## src/rtl/scsi_init_regs.sv

```systemverilog
module scsi_init_regs (
  input  logic       clk,
  input  logic       rst,
  input  logic [2:0] addr,
  input  logic       wr_en,
  input  logic [7:0] wdata,
  output logic [7:0] rdata,
  input  logic [7:0] bus_data_i,
  input  logic       bus_rst_i,
  input  logic       bus_bsy_i,
  input  logic       bus_req_i,
  input  logic       bus_msg_i,
  input  logic       bus_cd_i,
  input  logic       bus_io_i,
  input  logic       bus_sel_i,
  input  logic       bus_par_i,
  input  logic       bus_atn_i,
  input  logic       bus_ack_i,
  output logic [7:0] bus_data_o,
  output logic       bus_data_oe,
  output logic       bus_rst_o,
  output logic       bus_ack_o,
  output logic       bus_bsy_o,
  output logic       bus_sel_o,
  output logic       bus_atn_o
);
  localparam logic [7:0] CMD_WMASK = 8'h9F;

  logic [7:0] out_latch, cmd_q, mode_q, phase_q;
  logic       phase_hit;

  always_ff @(posedge clk) begin
    if (rst) begin
      out_latch <= '0;
      cmd_q     <= '0;
      mode_q    <= '0;
      phase_q   <= '0;
    end else if (wr_en) begin
      case (addr)
        3'd0: out_latch <= wdata;
        3'd1: cmd_q     <= wdata & CMD_WMASK;
        3'd2: mode_q    <= wdata;
        3'd3: phase_q   <= wdata;
        default: ;
      endcase
    end
  end

  assign bus_rst_o   = cmd_q[7];
  assign bus_ack_o   = cmd_q[4];
  assign bus_bsy_o   = cmd_q[3];
  assign bus_sel_o   = cmd_q[2];
  assign bus_atn_o   = cmd_q[1];
  assign bus_data_oe = cmd_q[0];
  assign bus_data_o  = cmd_q[0] ? out_latch : 8'h00;

  assign phase_hit = ({bus_msg_i, bus_cd_i, bus_io_i} == phase_q[2:0]);

  always_comb begin
    case (addr)
      3'd0: rdata = bus_data_i;
      3'd1: rdata = cmd_q;
      3'd2: rdata = mode_q;
      3'd3: rdata = phase_q;
      3'd4: rdata = {bus_rst_i, bus_bsy_i, bus_req_i, bus_msg_i,
                     bus_cd_i, bus_io_i, bus_sel_i, bus_par_i};
      3'd5: rdata = {4'b0000, phase_hit, 1'b0, bus_atn_i, bus_ack_i};
      default: rdata = 8'h00;
    endcase
  end

  a_r1_reset_release: assert property (@(posedge clk)
    rst |=> (!bus_data_oe && !bus_rst_o && !bus_ack_o && !bus_bsy_o &&
             !bus_sel_o && !bus_atn_o && bus_data_o == 8'h00));

  a_r3_cmd_drives: assert property (@(posedge clk) disable iff (rst)
    (wr_en && addr == 3'd1) |=>
      (bus_rst_o == $past(wdata[7]) && bus_ack_o == $past(wdata[4]) &&
       bus_bsy_o == $past(wdata[3]) && bus_sel_o == $past(wdata[2]) &&
       bus_atn_o == $past(wdata[1]) && bus_data_oe == $past(wdata[0])));

  a_r3_hold_without_write: assert property (@(posedge clk) disable iff (rst)
    !(wr_en && addr == 3'd1) |=>
      ($stable(bus_rst_o) && $stable(bus_ack_o) && $stable(bus_bsy_o) &&
       $stable(bus_sel_o) && $stable(bus_atn_o) && $stable(bus_data_oe)));

  a_r4_status_bits_zero: assert property (@(posedge clk) disable iff (rst)
    (addr == 3'd1) |-> (rdata[6:5] == 2'b00));

  a_r5_latch_follows_write: assert property (@(posedge clk) disable iff (rst)
    (wr_en && addr == 3'd0 && bus_data_oe && !(wr_en && addr == 3'd1)) |=>
      (bus_data_o == $past(wdata)));

  a_r7_mismatch_clears: assert property (@(posedge clk) disable iff (rst)
    (addr == 3'd5 && {bus_msg_i, bus_cd_i, bus_io_i} != phase_q[2:0]) |->
      !rdata[3]);

  a_r8_reserved_zero: assert property (@(posedge clk) disable iff (rst)
    (addr == 3'd5) |-> (rdata[7:4] == 4'h0 && !rdata[2]));
endmodule

```

## config.mk

```make
export PLATFORM = sky130hd
export DESIGN_NAME = scsi_init_regs
export DESIGN_NICKNAME = d
export VERILOG_FILES = /design/src/rtl/scsi_init_regs.sv
export SDC_FILE = /design/constraint.sdc
export NUM_CORES = 1
export LEC_CHECK = 0
export ABC_AREA = 1
export BUFFER_PORTS_ARGS = -buffer_cell sky130_fd_sc_hd__buf_2
export CELL_PAD_IN_SITES_DETAIL_PLACEMENT = 0
export CELL_PAD_IN_SITES_GLOBAL_PLACEMENT = 1
export CORE_MARGIN = 4
export CORE_UTILIZATION = 30
export DETAILED_ROUTE_END_ITERATION = 12
export PLACE_DENSITY_LB_ADDON = 0.1
export SLEW_MARGIN = 20
export SYNTH_ARGS = -nofsm -noshare
export SYNTH_HDL_FRONTEND = slang
export SYNTH_SLANG_ARGS = --single-unit
export TNS_END_PERCENT = 10
```

## constraint.sdc

```tcl
create_clock -name clk -period 0.9 [get_ports clk]
set_input_delay 0.045 -clock clk [delete_from_list [all_inputs] [get_ports clk]]
set_output_delay 0.045 -clock clk [all_outputs]
set_load 0.05 [all_outputs]
```

# Yosys cells after proc, flatten, opt, wreduce, memory -nomap -nowiden
# Index checks and enable logic that the tools add are counted.
word_totals:
  reg_bits: 30
  input_bits: 32
op_classes:
  eq_ne: 6
  mux: 2
  reduce_logical: 5
op_table:
  columns: ["cell", "count"]
  rows:
  - ["8-bit one-hot mux with 6 select lines", 1]
  - ["8-bit two-way mux", 1]
  - ["2-bit AND reduction", 4]
  - ["3-bit by 2-bit equality test with 1-bit output (second input constant)", 2]
  - ["3-bit equality test (second input constant)", 2]
  - ["3-bit by 1-bit equality test with 1-bit output (second input constant)", 1]
  - ["3-bit equality test", 1]
  - ["3-bit logical NOT", 1]

# Depth between registers and ports, before layout
# Gate-level depths: netlist of the first run.
depth:
  ltp_word: 2
  depth_mapped: 9
  ltp_nobuf: 7

# Worst setup path before layout of the first run
# Ideal clock, no wire load.
synth_timing:
  path_kind: "flip-flop to output port"
  from: "reg cmd_q[0]"
  to: "out rdata[0]"
  t_arrival_ps: 1454
  required_time_ps: 855
  slack_ps: -599
  path_stages_with_launch: 6
  n_path_buf: 1
  path_cell_list: "dfxtp_1 clkbuf_1 nand2_1 nand2_1 inv_1 nand3_1"
synth_between:
  elab_chain_cells: 1
synth_rtl:
  columns: ["item", "line", "text"]
  rows:
  - ["start, declared", "29", "logic [7:0] out_latch, cmd_q, mode_q, phase_q;"]
  - ["start signal, assigned", "41", "3'd1: cmd_q <= wdata & CMD_WMASK;"]
  - ["8-bit one-hot mux with 6 select lines", "60", "case (addr)"]
  - ["end, declared", "7", "output logic [7:0] rdata,"]
# Every way passes these cells.

# Worst setup path in the final report of the first run
layout_timing:
  from: "reg phase_q[1]"
  to: "out rdata[3]"
layout_between:
  elab_chain_cells: 2
layout_rtl:
  columns: ["item", "line", "text"]
  rows:
  - ["start, declared", "29", null]
  - ["start signal, assigned", "43", "3'd3: phase_q <= wdata;"]
  - ["3-bit equality test", "57", "assign phase_hit = ({bus_msg_i, bus_cd_i, bus_io_i} == phase_q[2:0]);"]
  - ["8-bit one-hot mux with 6 select lines", "60", null]
# Every way passes these cells.

==> summary.md, run 1 <==
| Metric | Value |
|---|---|
| Area after DPL | `2300 um2` |
| Pin count of the biggest net entering global routing | `31` |
| Max-slew violation count | `0` |
| Worst min path class | `in -> reg` |
| Worst vdd ir | `roughly 0.64 mV` |
| Crit path cell chain | `inv_2, nand2_1, nand2_1, nor2_1, nand2_1, nand3_2, buf_6` |
| Layout cells sized above 1 | `0.362` |
| Setup crit start kind | `flip-flop` |
| Maximum fanout along the worst path | `3` |
| Mapped Cells | `approximately 300` |
| Fin nets | `between 300 and 400` |
| Tot GR Track Use | `0.146` |
| Setup Buffers After CTS | `0` |
| Clk slew on worst S/H paths | `~60 ps` |
| TritonCTS buffer count | `5` |
| CP peak stage delay | `between 300 and 400 ps` |
| Slew of the pin with the lowest slew margin | `307 ps` |
| Final worst-path cycle share | `1.34` |
| Pleak | `between 1 and 1.5 nW` |
| Number of synthesized flops with an enable pin | `0` |
| Ys async rst share | `0` |
| Design Area, Final | `2570 um2` |
| Fillcell total | `between 600 and 700` |
| FF+latch area | `between 600 and 700 um2` |
| Final ANT Viol Nets | `0` |
| Estimated wirelength of the detail-placed design | `roughly 3.7 mm` |
| Register area share after synthesis | `0.354` |
| Ys Warns | `0` |
| Syn avg cell area | `about 5.7 um2` |
| # DRC | `0` |
| Unrepaired setup endpoints after global routing | `true` |
| Row Count | `27` |
| Starting DRT DRC Count | `just under 60` |
| Final-report setup violation count | `19` |
| CTS Root Cell | `clkbuf_8` |
| WL/cell | `about 11 um` |
| Routed via count | `between 1.5k and 2k` |
| Multi-input gate area | `slightly below 1000 um2` |
| Diode count | `0` |
| Fin crit period | `1210 ps` |
| Router iterations before antenna repair | `5` |
| Final Hold Fails | `0` |
| Worst endpoint required time | `850 ps` |
| Area of the mapped netlist | `around 1700 um2` |
| Primary FF master, synth | `dfxtp_1` |
| Area delta synth->final | `51.6%` |
| Slew HR | `0.795` |
| Placeable Area | `between 5000 and 6000 um2` |
| Fin worst setup slack | `-306 ps` |
| Chip width | `between 80 and 90 um` |
| Vias in the first global route | `around 1.7k` |
| Post-layout util | `0.467` |
| Design Power | `around 3.2 mW` |
| Initial antenna violation count | `0` |
| Setup CP Type | `reg -> out` |
| Syn nets | `between 300 and 400` |
| Clock Skew | `0 ps` |
| Area of the die | `between 6000 and 7000 um2` |
| Gp weighted congestion | `0.867` |
| Later-pin clock latency in the skew report | `270 ps` |
| Setup TNS | `-2960 ps` |
| Port buffer count | `53` |
| CP most frequent cell | `nand2_1` |
| Via-to-Cell Ratio | `between 4 and 5` |
| Crit-path slowest cell | `dfxtp_2` |
| Status | `finished with violations` |
| Most frequent cells in the layout | `nand2_1 (92), nor2_1 (78), inv_1 (29), buf_2 (29), buf_6 (20)` |
| CP arrival | `roughly 1200 ps` |
| Buffers plus inverters on the worst setup path | `2` |
| Worst path top cell family by delay | `flip-flops` |
| GRT overflow | `0` |
| Most common cell after layout, fill and taps aside | `nand2_1` |
| Flops & latches, synth | `30` |
| Netlist cell types | `19` |
| Pwr Density | `between 1000 and 1500 nW/um2` |
| Io pins | `54` |
| Initial core utilization | `0.308` |
| Die extent in y | `about 83 um` |
| Max-Cap Viols | `0` |
| H-tree Lvls | `2` |
| Failing checks | `setup timing` |
| TritonCTS clock tree | `done` |
| Crit. End Element | `primary output` |
| Peak Freq | `between 0.8 and 0.9 GHz` |
| WL final | `4.80 mm` |
| Global-route wire length before repair | `8.39 mm` |
| CTS max path bufs | `2` |
| Sink Count | `30` |
==> registers in the layout, summed over array words and instances, names as in the netlist <==
name       count
phase_q        8
cmd_q          6
out_latch      8
mode_q         8
==> what timing repair did <==
item                       4_1_cts  5_1_grt
hold buffers                     0        0
setup endpoints to repair       22       29
pin swaps                       15        5
gates resized for setup         58       10
==> Yosys cell counts (2+ instances only) <==
cell	n	area [um2]
clkbuf_1	3	11.3
nor2_1	82	308
nand2_1	97	364
buf_4	3	22.5
nand3_1	11	55.1
nand4_1	3	18.8
dfxtp_1	30	601
o21ai_0	9	45.0
inv_2	2	7.51
inv_1	45	169
nor3_1	3	15.0
nor2_2	2	12.5
==> final cells by class <==
cell class | instances | area share
Clock buffer | 7 | 0.0336
Tap cell | 72 | 0.0350
Clock inverter | 1 | 0.00195
Inverter | 47 | 0.0803
Multi-Input combinational cell | 211 | 0.376
Sequential cell | 30 | 0.243
Timing Repair Buffer | 71 | 0.231
==> worst paths after layout <==
path	to	depth (start not counted)	from	slack, ps
hold / removal	out_latch[3]	3	wdata[3]	30
setup reg to reg	phase_q[2]	5	phase_q[2]	160
setup / recovery	rdata[3]	7	phase_q[1]	-310
hold reg to reg	mode_q[0]	2	mode_q[0]	480
==> metrics by stage <==
step                      worst slack, ps  cells  hold WS (ps)
after floorplan                     -45.2    297           180
after global placement               -293    431           312
after detailed placement             -290    431           317
after CTS                            -330    439          28.6
after global routing                 -395    439          46.6
final                                -306    439          33.7
==> worst register-to-register path, cell delays in order (launching register included) <==
cell	delay, ps
dfxtp_2	340
inv_2	40
buf_4	120
nand2_1	60
nand2_1	50
nor2_1	70
==> cell families after synthesis <==
family / Yosys count / synth area share
DFF: 30 / 0.354
AOI/OAI and AO/OA: 9 / 0.0265
and+or+nand+nor: 202 / 0.484
buffers and inverters: 56 / 0.136
==> report_power, final <==
| part | switching (mW) | internal (mW) | leakage, nW |
|---|---|---|---|
| clock | 0.479 | 0.616 | 0.0482 |
| sequential | 0.0312 | 1.37 | 0.251 |
| combinational | 0.408 | 0.271 | 1.00 |
| total | 0.918 | 2.26 | 1.30 |
==> routing by layer <==
layer	vias up	track usage	part of all wire
met4	0	0.0357	0.0054
met3	2	0.0337	0.044
met2	38	0.228	0.43
met5	-	0	0
li1	1007	-	-
met1	719	0.203	0.52
Power figures use the tool's default switching activity.
==> run 2: changes to the inputs <==
--- a/config.mk
+++ b/config.mk
@@ -5,12 +5,11 @@
 export SDC_FILE = /design/constraint.sdc
 export NUM_CORES = 1
 export LEC_CHECK = 0
-export ABC_AREA = 1
 export BUFFER_PORTS_ARGS = -buffer_cell sky130_fd_sc_hd__buf_2
 export CELL_PAD_IN_SITES_DETAIL_PLACEMENT = 0
 export CELL_PAD_IN_SITES_GLOBAL_PLACEMENT = 1
 export CORE_MARGIN = 4
-export CORE_UTILIZATION = 30
+export CORE_UTILIZATION = 39
 export DETAILED_ROUTE_END_ITERATION = 12
 export PLACE_DENSITY_LB_ADDON = 0.1
 export SLEW_MARGIN = 20
==> constraint.sdc (replaced) <==
create_clock -name clk -period 1.4 [get_ports clk]
set_input_delay 0.07 -clock clk [delete_from_list [all_inputs] [get_ports clk]]
set_output_delay 0.07 -clock clk [all_outputs]
set_load 0.05 [all_outputs]
==> run 2 against run 1 <==
  * The run still ends with setup timing left
  * Synthesized cell count is 41% lower
  * Synthesized area is 7.6% lower
  * Cell area shrank 17%
  * Die area shrank 26%
  * Sequential power decreased by 37%
  * Hold slack improved by 14 ps
  * Count of clock-buffer cells in the layout unchanged
  * Critical path type unchanged
  * Critical endpoint is now rdata[0]
  * Largest power group unchanged
==> summary.md, run 2 <==
| Metric | Value |
|---|---|
| Layout cells sized above 1 | `0.427 (+0.0644)` |
| Clock Skew | `0 ps (unchanged)` |
| Hold buffer count at cts | `0 (unchanged)` |
| Final-report setup violation count | `5 (-14)` |
| Die extent in y | `71.4 um (-14%)` |
| Post-layout util | `0.563 (+0.0959)` |
| Setup Buffers After CTS | `0 (unchanged)` |
| Final worst-path cycle share | `1.12` |
| Diode count | `0 (unchanged)` |
| Later-pin clock latency in the skew report | `290 ps (+20 ps)` |
| Via-to-Cell Ratio | `5.14 (+28%)` |
| Slew HR | `0.640 (-0.155)` |
| Routed via count | `1,476 (-16%)` |
| List of most frequent post-synthesis cells | `nand2_1 (39), dfxtp_1 (30), a21oi_1 (18), mux2i_1 (17), nor2_1 (16)` |
| Peak Freq | `approximately 0.64 GHz` |
| Area of the die | `5100 um2 (-26%)` |
| Slew of the pin with the lowest slew margin | `540 ps (+233 ps)` |
| Worst R2R Start | `cmd_q[0]` |
| # DRC | `0 (unchanged)` |
| Pleak | `0.896 nW (-31%)` |
| Clk slew on worst S/H paths | `70 ps (about the same)` |
| CTS Root Cell | `clkbuf_8` |
| Hold path cells | `3 (unchanged)` |
| Vias in the first global route | `1,484 (-15%)` |
| Clock share of power | `0.367 (+0.022)` |
| Most frequent cells in the layout | `buf_2 (46), nand2_1 (38), dfxtp_1 (22)` |
| Most frequent cell after synthesis | `nand2_1` |
| Largest family of logic cells by synthesized area | `simple AND/OR/NAND/NOR gates` |
| Port buffer count | `53 (unchanged)` |
| Worst endpoint required time | `1330 ps (+480 ps)` |
| Number of synthesized flops with an enable pin | `0 (unchanged)` |
| TritonCTS clock tree | `done` |
| Flop-to-flop setup slack | `620 ps (+460 ps)` |
| Failing checks | `setup timing` |
| Max-slew violation count | `0 (unchanged)` |
| Worst path top cell family by delay | `multiplexers` |
| Final Hold Fails | `0 (unchanged)` |
| Global-route wire length before repair | `7.23 mm (-14%)` |
| Placeable Area | `3770 um2 (-32%)` |
| Initial core utilization | `0.416 (+0.108)` |
| Maximum fanout along the worst path | `2 (-1)` |
| Comb pwr share | `0.183 (-0.030)` |
| WL/cell | `15.1 um (+38%)` |
| Tot GR Track Use | `0.183 (+0.0366)` |
| Mapped Cells | `176 (-41%)` |
| Primary FF master, synth | `dfxtp_1` |
| Synth Area in Compound Gates | `0.0902 (+0.0636)` |
| Crit. End Element | `primary output` |
| Io pins | `54 (unchanged)` |
| Synth Area in XOR/XNOR | `0.0168 (+0.0168)` |
| Fin worst setup slack | `-169 ps (+137 ps)` |
| Status | `finished with violations` |
| Chip width | `71.4 um (-14%)` |
| Flops & latches, synth | `30 (unchanged)` |
| Mux contribution to synthesized area | `0.209 (+0.209)` |
| Max-Cap Viols | `0 (unchanged)` |
| H-tree Lvls | `2 (unchanged)` |
| Starting DRT DRC Count | `37 (-36%)` |
| Buffers plus inverters on the worst setup path | `1 (-1)` |
| TritonCTS buffer count | `5 (unchanged)` |
| Unrepaired setup endpoints after global routing | `true` |
| GRT overflow | `0 (unchanged)` |
| Final ANT Viol Nets | `0 (unchanged)` |
| CTS max path bufs | `2 (unchanged)` |
| Post-synthesis simple-gate area fraction | `0.240 (-0.244)` |
| Ys Warns | `0 (unchanged)` |
| Worst min path class | `in -> reg` |
| Largest regs | `mode_q x8, out_latch x8, phase_q x8` |
| Design Power | `1.96 mW (-38%)` |
| Area delta synth->final | `35.4%` |
| Gp weighted congestion | `0.787 (-9.2%)` |
| Reg power frac | `0.450 (+0.008)` |
| Most common cell after layout, fill and taps aside | `buf_2` |
| Sink Count | `30 (unchanged)` |
| Largest cells by area after synthesis | `dfxtp_1 (38%), mux2i_1 (11%), nand2_1 (9.3%), mux4_2 (7.2%), a21oi_1 (5.7%)` |
| Router iterations before antenna repair | `4 (-1)` |
| Syn nets | `208 (-37%)` |
| Register area share after synthesis | `0.383 (+0.0291)` |
| Hold_sp | `wdata[7]` |
| Yosys top cell by area | `dfxtp_1` |
| Internal | `1.42 mW (-37%)` |
| Pin count of the biggest net entering global routing | `31 (unchanged)` |
| Initial antenna violation count | `0 (unchanged)` |
| Adder-Cell Fraction of Synth Area | `0 (unchanged)` |
| Design Area, Final | `2120 um2 (-17%)` |
| Sw Share | `0.274 (-0.0147)` |
| RR Endpoint | `cmd_q[0]` |
| Pwr Density | `924 nW/um2 (-25%)` |
| Setup TNS | `-432 ps (+2530 ps)` |
| Setup crit start kind | `flip-flop` |
| Ys async rst share | `0 (unchanged)` |
| Fin nets | `270 (-32%)` |
| Switch Pwr | `0.538 mW (-41%)` |
| Pre-CTS WS | `-43.8 ps (+246 ps)` |
| Fillcell total | `372 (-39%)` |
| R2R cell count | `3 (-2)` |
| Setup CP Type | `reg -> out` |
| CP peak stage delay | `450 ps (+100 ps)` |
| Crit-path slowest cell | `mux4_2` |
| Synth top area share | `0.383 (+0.0291)` |
| Netlist cell types | `29 (+10)` |
| Syn avg cell area | `8.91 um2 (+56%)` |
| Estimated wirelength of the detail-placed design | `3.28 mm (-11%)` |
| WL final | `4.34 mm (-9.5%)` |
| Area of the mapped netlist | `1570 um2 (-7.6%)` |
| Area after DPL | `1960 um2 (-15%)` |
| Fin crit period | `1570 ps` |
| Hold Path Sink | `phase_q[7]` |
| Crit path cell chain | `mux4_2, mux2_4, buf_8` |
| CP arrival | `1500 ps (+340 ps)` |
| Worst vdd ir | `0.667 mV (+3.4%)` |
| Row Count | `22 (-19%)` |
==> run 2: changes by cell type in the layout (fill, tap and decap cells not counted), sizes merged, moves of 8 or more <==
cell	before	now
a21oi	0	18
and2	0	8
clkinvlp	8	0
inv	39	2
nor2	86	16
mux2i	0	17
nand2	98	39
nand3	12	4
==> run 2: worst max path at each step <==
stage | start | to | slack, ps | cells past startpoint
after floorplan | cmd_q[2] | rdata[2] | -150 | 3
after global placement | addr[0] | mode_q[4] | 7 | 6
after detailed placement | addr[0] | mode_q[1] | -40 | 6
after CTS | cmd_q[0] | rdata[0] | -170 | 3
after global routing | cmd_q[0] | rdata[0] | -200 | 3
final | cmd_q[0] | rdata[0] | -170 | 3
==> run 2: cell families after synthesis <==
family	Yosys count
mux	26
compound gates	26
simple gates	76
buf+inv	15
flops	30
xor+xnor	3
==> run 2: tightest hold or removal path: stages <==
cell     delay [ps]
buf_2           120
nand2_1          50
a21oi_1          50
==> run 2: per-layer routing <==
layer | GRT usage | wire length, um
met3 | 0.0477 | 288
met4 | 0.0814 | 99
met2 | 0.291 | 2100
met5 | 0 | 0
met1 | 0.232 | 1850
==> run 2: layout make-up <==
type	instances	area, um2	area share
tap	48	60.1	0.0283
sequential	30	611	0.288
multi-input combinational	131	920	0.433
clock inverter	1	5.00	0.00236
timing repair buffer	68	434	0.204
clock buffer	7	86.3	0.0407
inverter	2	7.51	0.00354
==> run 2: power groups by stage <==
| stage | registers [mW] | logic, mW | clock network, mW |
|---|---|---|---|
| finish | 0.883 | 0.359 | 0.719 |
| global route | 0.885 | 0.387 | 0.770 |
| CTS | 0.883 | 0.358 | 0.734 |
| detailed placement | 0.901 | 0.338 | 0 |
| global placement | 0.901 | 0.329 | 0 |
| floorplan | 0.912 | 0.205 | 0 |
==> run 2: timing repair <==
action | in CTS | in global routing
endpoints found under the setup margin | 6 | 7
gates resized for setup | 21 | 6
pin swaps | 4 | 0
==> run 2: stage by stage <==
step,instances,hold WS (ps)
2_1_floorplan,176,206
3_3_place_gp,279,346
3_5_place_dp,279,355
4_1_cts,287,51.4
5_1_grt,287,68.1
6_report,287,48.1
